<file path="config.mk">
export PLATFORM = sky130hd
export DESIGN_NAME = lcard_switch_ctrl
export DESIGN_NICKNAME = d
export VERILOG_FILES = /design/src/rtl/lcs_pkg.sv /design/src/rtl/lcs_rst_sync.sv /design/src/rtl/lcs_win_dec.sv /design/src/rtl/lcs_bank_read.sv /design/src/rtl/lcs_wp_ctrl.sv /design/src/rtl/lcard_switch_ctrl.sv
export SDC_FILE = /design/constraint.sdc
export NUM_CORES = 1
export LEC_CHECK = 0
export BUFFER_PORTS_ARGS = -buffer_cell sky130_fd_sc_hd__buf_2
export CAP_MARGIN = 20
export CORE_AREA = 3 3 40 42
export DETAILED_ROUTE_END_ITERATION = 8
export DIE_AREA = 0 0 43 45
export PLACE_DENSITY = 0.51
export SLEW_MARGIN = 10
export SYNTH_ARGS = -nofsm -noshare
export SYNTH_HDL_FRONTEND = slang
export SYNTH_SLANG_ARGS = --single-unit
</file>
<file path="constraint.sdc">
create_clock -name clk -period 0.8 [get_ports clk]
set_input_delay 0.08 -clock clk [delete_from_list [all_inputs] [get_ports clk]]
set_output_delay 0.08 -clock clk [all_outputs]
set_load 0.05 [all_outputs]
</file>
<file path="src/rtl/lcs_pkg.sv">
package lcs_pkg;
  localparam int unsigned WIN_BITS = 4;

  typedef struct packed {
    logic                hit;
    logic                rd;
    logic [WIN_BITS-1:0] low;
  } lcs_acc_t;
endpackage

</file>
<file path="src/rtl/lcs_rst_sync.sv">
module lcs_rst_sync #(
  parameter int unsigned STAGES = 2
) (
  input  logic clk,
  input  logic rst_ni,
  output logic rst_no
);
  logic [STAGES-1:0] sync_q;
  logic [STAGES-1:0] sync_d;

  always_comb begin
    sync_d = {sync_q[STAGES-2:0], 1'b1};
  end

  always_ff @(posedge clk or negedge rst_ni) begin
    if (!rst_ni) sync_q <= '0;
    else         sync_q <= sync_d;
  end

  assign rst_no = sync_q[STAGES-1];
endmodule

</file>
<file path="src/rtl/lcs_win_dec.sv">
module lcs_win_dec
  import lcs_pkg::*;
#(
  parameter int unsigned ADDR_W   = 16,
  parameter logic [15:0] WIN_BASE = 16'hC080
) (
  input  logic              valid_i,
  input  logic              rd_i,
  input  logic [ADDR_W-1:0] addr_i,
  output lcs_acc_t          acc_o
);
  localparam int unsigned TAG_W = ADDR_W - WIN_BITS;
  localparam logic [TAG_W-1:0] WIN_TAG = TAG_W'(WIN_BASE >> WIN_BITS);

  always_comb begin
    acc_o.hit = valid_i && (addr_i[ADDR_W-1:WIN_BITS] == WIN_TAG);
    acc_o.rd  = rd_i;
    acc_o.low = addr_i[WIN_BITS-1:0];
  end
endmodule

</file>
<file path="src/rtl/lcs_bank_read.sv">
module lcs_bank_read
  import lcs_pkg::*;
(
  input  logic     clk,
  input  logic     rst_ni,
  input  lcs_acc_t acc_i,
  output logic     bank_o,
  output logic     rden_o
);
  logic bank_d, rden_d;
  logic load_en;

  always_comb begin
    load_en = acc_i.hit;
    bank_d  = acc_i.low[3];
    rden_d  = ~(acc_i.low[1] ^ acc_i.low[0]);
  end

  always_ff @(posedge clk or negedge rst_ni) begin
    if (!rst_ni) begin
      bank_o <= 1'b1;
      rden_o <= 1'b0;
    end else if (load_en) begin
      bank_o <= bank_d;
      rden_o <= rden_d;
    end
  end


  bank_load_chk: assert property (@(posedge clk) disable iff (!rst_ni)
    acc_i.hit |=> bank_o == $past(acc_i.low[3]));


  rden_load_chk: assert property (@(posedge clk) disable iff (!rst_ni)
    acc_i.hit |=> rden_o == ($past(acc_i.low[1:0]) inside {2'b00, 2'b11}));


  outside_hold_chk: assert property (@(posedge clk) disable iff (!rst_ni)
    !acc_i.hit |=> $stable(bank_o) && $stable(rden_o));
endmodule

</file>
<file path="src/rtl/lcs_wp_ctrl.sv">
module lcs_wp_ctrl
  import lcs_pkg::*;
(
  input  logic     clk,
  input  logic     rst_ni,
  input  lcs_acc_t acc_i,
  output logic     inhibit_o
);
  logic arm_q, arm_d;
  logic inhibit_d;
  logic arm_en;

  always_comb begin
    arm_en    = acc_i.hit;
    arm_d     = acc_i.low[1];
    inhibit_d = inhibit_o;
    if (acc_i.hit && acc_i.rd) begin
      if (!acc_i.low[0])  inhibit_d = 1'b1;
      else if (arm_q)     inhibit_d = 1'b0;
    end
  end

  always_ff @(posedge clk or negedge rst_ni) begin
    if (!rst_ni) inhibit_o <= 1'b1;
    else         inhibit_o <= inhibit_d;
  end

  always_ff @(posedge clk or negedge rst_ni) begin
    if (!rst_ni)     arm_q <= 1'b0;
    else if (arm_en) arm_q <= arm_d;
  end


  even_read_set_chk: assert property (@(posedge clk) disable iff (!rst_ni)
    (acc_i.hit && acc_i.rd && !acc_i.low[0]) |=> inhibit_o);


  odd_armed_clear_chk: assert property (@(posedge clk) disable iff (!rst_ni)
    (acc_i.hit && acc_i.rd && acc_i.low[0] && arm_q) |=> !inhibit_o);


  inhibit_hold_chk: assert property (@(posedge clk) disable iff (!rst_ni)
    (!acc_i.hit || !acc_i.rd || (acc_i.low[0] && !arm_q)) |=> $stable(inhibit_o));


  arm_load_chk: assert property (@(posedge clk) disable iff (!rst_ni)
    acc_i.hit |=> arm_q == $past(acc_i.low[1]));
endmodule

</file>
<file path="src/rtl/lcard_switch_ctrl.sv">
module lcard_switch_ctrl
  import lcs_pkg::*;
#(
  parameter int unsigned ADDR_W   = 16,
  parameter logic [15:0] WIN_BASE = 16'hC080,
  parameter int unsigned SYNC_STG = 2
) (
  input  logic              clk,
  input  logic              rst_n,
  input  logic              bus_valid,
  input  logic              bus_rd,
  input  logic [ADDR_W-1:0] bus_addr,
  output logic              bank_hi,
  output logic              ram_rd_en,
  output logic              wr_inhibit
);
  logic     rst_int_n;
  lcs_acc_t acc;

  lcs_rst_sync #(.STAGES(SYNC_STG)) u_rst (
    .clk    (clk),
    .rst_ni (rst_n),
    .rst_no (rst_int_n)
  );

  lcs_win_dec #(.ADDR_W(ADDR_W), .WIN_BASE(WIN_BASE)) u_dec (
    .valid_i (bus_valid),
    .rd_i    (bus_rd),
    .addr_i  (bus_addr),
    .acc_o   (acc)
  );

  lcs_bank_read u_bank (
    .clk    (clk),
    .rst_ni (rst_int_n),
    .acc_i  (acc),
    .bank_o (bank_hi),
    .rden_o (ram_rd_en)
  );

  lcs_wp_ctrl u_wp (
    .clk       (clk),
    .rst_ni    (rst_int_n),
    .acc_i     (acc),
    .inhibit_o (wr_inhibit)
  );


  idle_hold_chk: assert property (@(posedge clk) disable iff (!rst_int_n)
    !bus_valid |=> $stable(bank_hi) && $stable(ram_rd_en) && $stable(wr_inhibit));
endmodule

</file>
==> results.json <==
{
  "status": "finished, violations left",
  "violations": "negative setup slack",
  "synth_area_um2": 304,
  "fp.dieH_um": 45,
  "clock_latency_ns": 0.24,
  "worst_ep_arrival_time_ns": 0.93,
  "grt_pass1_wl_um": 1190,
  "whs_ns": 0.0567,
  "cpMaxStageDelayCell": "dfstp_2",
  "path_buf_inv": 1,
  "critPathLaunchType": "register",
  "place_area_um2": 434,
  "place_inst": 56,
  "clock-sinks": 6,
  "slew_viol_final": 0,
  "synth_area_per_cell_um2": 15.2,
  "dr.pass1.iters": 3,
  "worstReg2RegEnd": "u_wp.inhibit_o$_DFFE_PN1P_",
  "fin_cells": 63,
  "crit_fanout": 2,
  "synth.distinct_cells": 13,
  "cpLargestDelayFamily": "flip-flops",
  "dieArea_um2": 1940,
  "power_density_nw_per_um2": 1400,
  "layout_commonest_cell": "buf_2",
  "ys_seq_elements": 6,
  "syn_inst": 20,
  "synth_nets": 40,
  "p_total_uw": 714,
  "leakage_uw": 0.000252,
  "first_iter_violations": 5,
  "multi_input_area_um2": 156,
  "seq_area_um2": 154,
  "finalCritPeriodShare_pct": 126,
  "critPathRequiredTime_ns": 0.72,
  "cts_root_buffer": "clkbuf_4",
  "rsz0062_at_grt": "true",
  "path_clk_slew_ns": 0.05,
  "fin_area_um2": 508,
  "crit_chain": "buf_6",
  "drcViolationCount": 0,
  "seq_area_frac_synth_pct": 50.2,
  "gp_congestion": 0.749,
  "cts_tree": "built",
  "rrSetupSlack_ns": -0.03,
  "finalWorstSetupSlack_ns": -0.210,
  "worst_setup_path_end_kind": "primary output",
  "path_class": "reg -> out",
  "yosysTopAreaCellShare_pct": 32.9,
  "num_rows": 13,
  "fillCellCount": 132,
  "antennaDiodeCount": 0,
  "routedWlPerCell_um": 11.7,
  "r2r-start": "u_wp.arm_q$_DFFE_PN0P_",
  "fmax_mhz": 990,
  "ff2ff_path_depth": 3,
  "fin_skew_ns": 0.00571,
  "min_path_type": "reg -> async",
  "ys_top_cells_by_area": "dfrtp_1 (33%), dfstp_2 (17%), nor4b_4 (16%)",
  "grt_use_total_pct": 9.07,
  "ir_drop_uv": 742,
  "grt-ovfl-total": 0,
  "cap_violations": 0,
  "coreArea_um2": 1280,
  "yosysWarningCount": 0,
  "yosys.area.top_type": "dfrtp_1",
  "antenna_found_initial": 0,
  "min_period_ns": 1.01,
  "cts_buffer_depth": 2,
  "cts_buffers": 3,
  "nets": 69,
  "crit_path_max_incr_delay_ns": 0.54,
  "setup_viol": 7,
  "grt_max_degree": 5,
  "cts_htree_levels": 1,
  "ant_nets": 0,
  "die_x_um": 43,
  "grt_pass1_vias": 285,
  "areaGrowthSynthToFinish_pct": 67.1,
  "start_util_pct": 23.7,
  "wirelength_um": 737,
  "route.vias.total": 271,
  "io-pin-count": 23,
  "final_cell_mix": "buf_2 (18), mux2_2 (3), clkbuf_4 (3), dfrtp_1 (3)",
  "viasPerCell": 4.30,
  "hold_violations": 0,
  "port_buffers": 21,
  "drive_above_1_share_pct": 75.0
}
==> where the power goes <==
part	leakage, uW	switching, uW	internal, uW
clock	0.0000150	116	189
sequential	0.0000702	4.74	311
combinational	0.000167	36.6	56.1
total	0.000252	157	556
==> synth_stat cells, drive strengths merged <==
cell and n:
and4b 1, conb 1, dfrtp 4, dfstp 2, mux2 3, nand2b 1
nand4 2, nor2b 1, nor3b 1, nor4b 2, o2bb2ai 1, xnor2 1
==> worst max-delay path by stage <==
stage	from	to	slack [ns]	cells past startpoint
2_1_floorplan	bus_addr[10]	u_bank.rden_o$_DFFE_PN0P_	-0.14	3
3_3_place_gp	bus_addr[10]	u_bank.rden_o$_DFFE_PN0P_	-0.32	4
3_5_place_dp	bus_addr[10]	u_bank.rden_o$_DFFE_PN0P_	-0.38	4
4_1_cts	u_wp.inhibit_o$_DFFE_PN1P_	wr_inhibit	-0.22	1
5_1_grt	u_bank.bank_o$_DFFE_PN1P_	bank_hi	-0.25	1
6_report	u_bank.bank_o$_DFFE_PN1P_	bank_hi	-0.21	1
==> repair_timing <==
item                                    CTS  global route
setup buffers                             1             1
gates resized for setup                   7             0
pin swaps                                 5             2
hold buffers                              1             0
hold endpoints to repair                  2             0
endpoints found under the setup margin    7             7
==> sequential cells by signal (all words and copies together), names as in the netlist <==
register and cells:
u_rst.sync_q 2, u_wp.inhibit_o 1, u_wp.arm_q 1, u_bank.bank_o 1
u_bank.rden_o 1
==> layer usage <==
metal / GRT usage, % / up-vias / share of wire, %
met1: 8.64 / 119 / 35
met3: 7.97 / 0 / 17
li1: - / 132 / -
met5: 0 / - / 0
met4: 3.61 / 0 / 0
met2: 14.1 / 20 / 48
==> metrics by stage <==
step,setup WS (ns),setup TNS [ns],utilization (%)
after floorplan,-0.140,-0.482,-
after global placement,-0.320,-1.12,33.8
after detailed placement,-0.380,-1.37,33.8
after CTS,-0.216,-0.851,38.9
after global routing,-0.245,-0.990,39.5
final,-0.210,-0.703,39.5
==> layout make-up <==
class	instances	area share (%)
clock buffers	4	5.17
repair buffers	24	30.0
multi-input cells	14	30.8
flip-flops and latches	6	30.3
well taps	15	3.69
==> cell families (layout without fill, tap and decap cells) <==
| kind of cell | after synthesis | in the layout | share of synthesized area [%] |
|---|---|---|---|
| compound gates | 1 | 1 | 2.88 |
| xor+xnor | 1 | 1 | 2.88 |
| buf+inv | 0 | 28 | 0 |
| flops | 6 | 6 | 50.2 |
| mux | 3 | 3 | 11.1 |
| other cells | 1 | 1 | 1.23 |
| simple gates | 8 | 8 | 31.7 |
No activity file was read; power rests on OpenSTA's default activity.
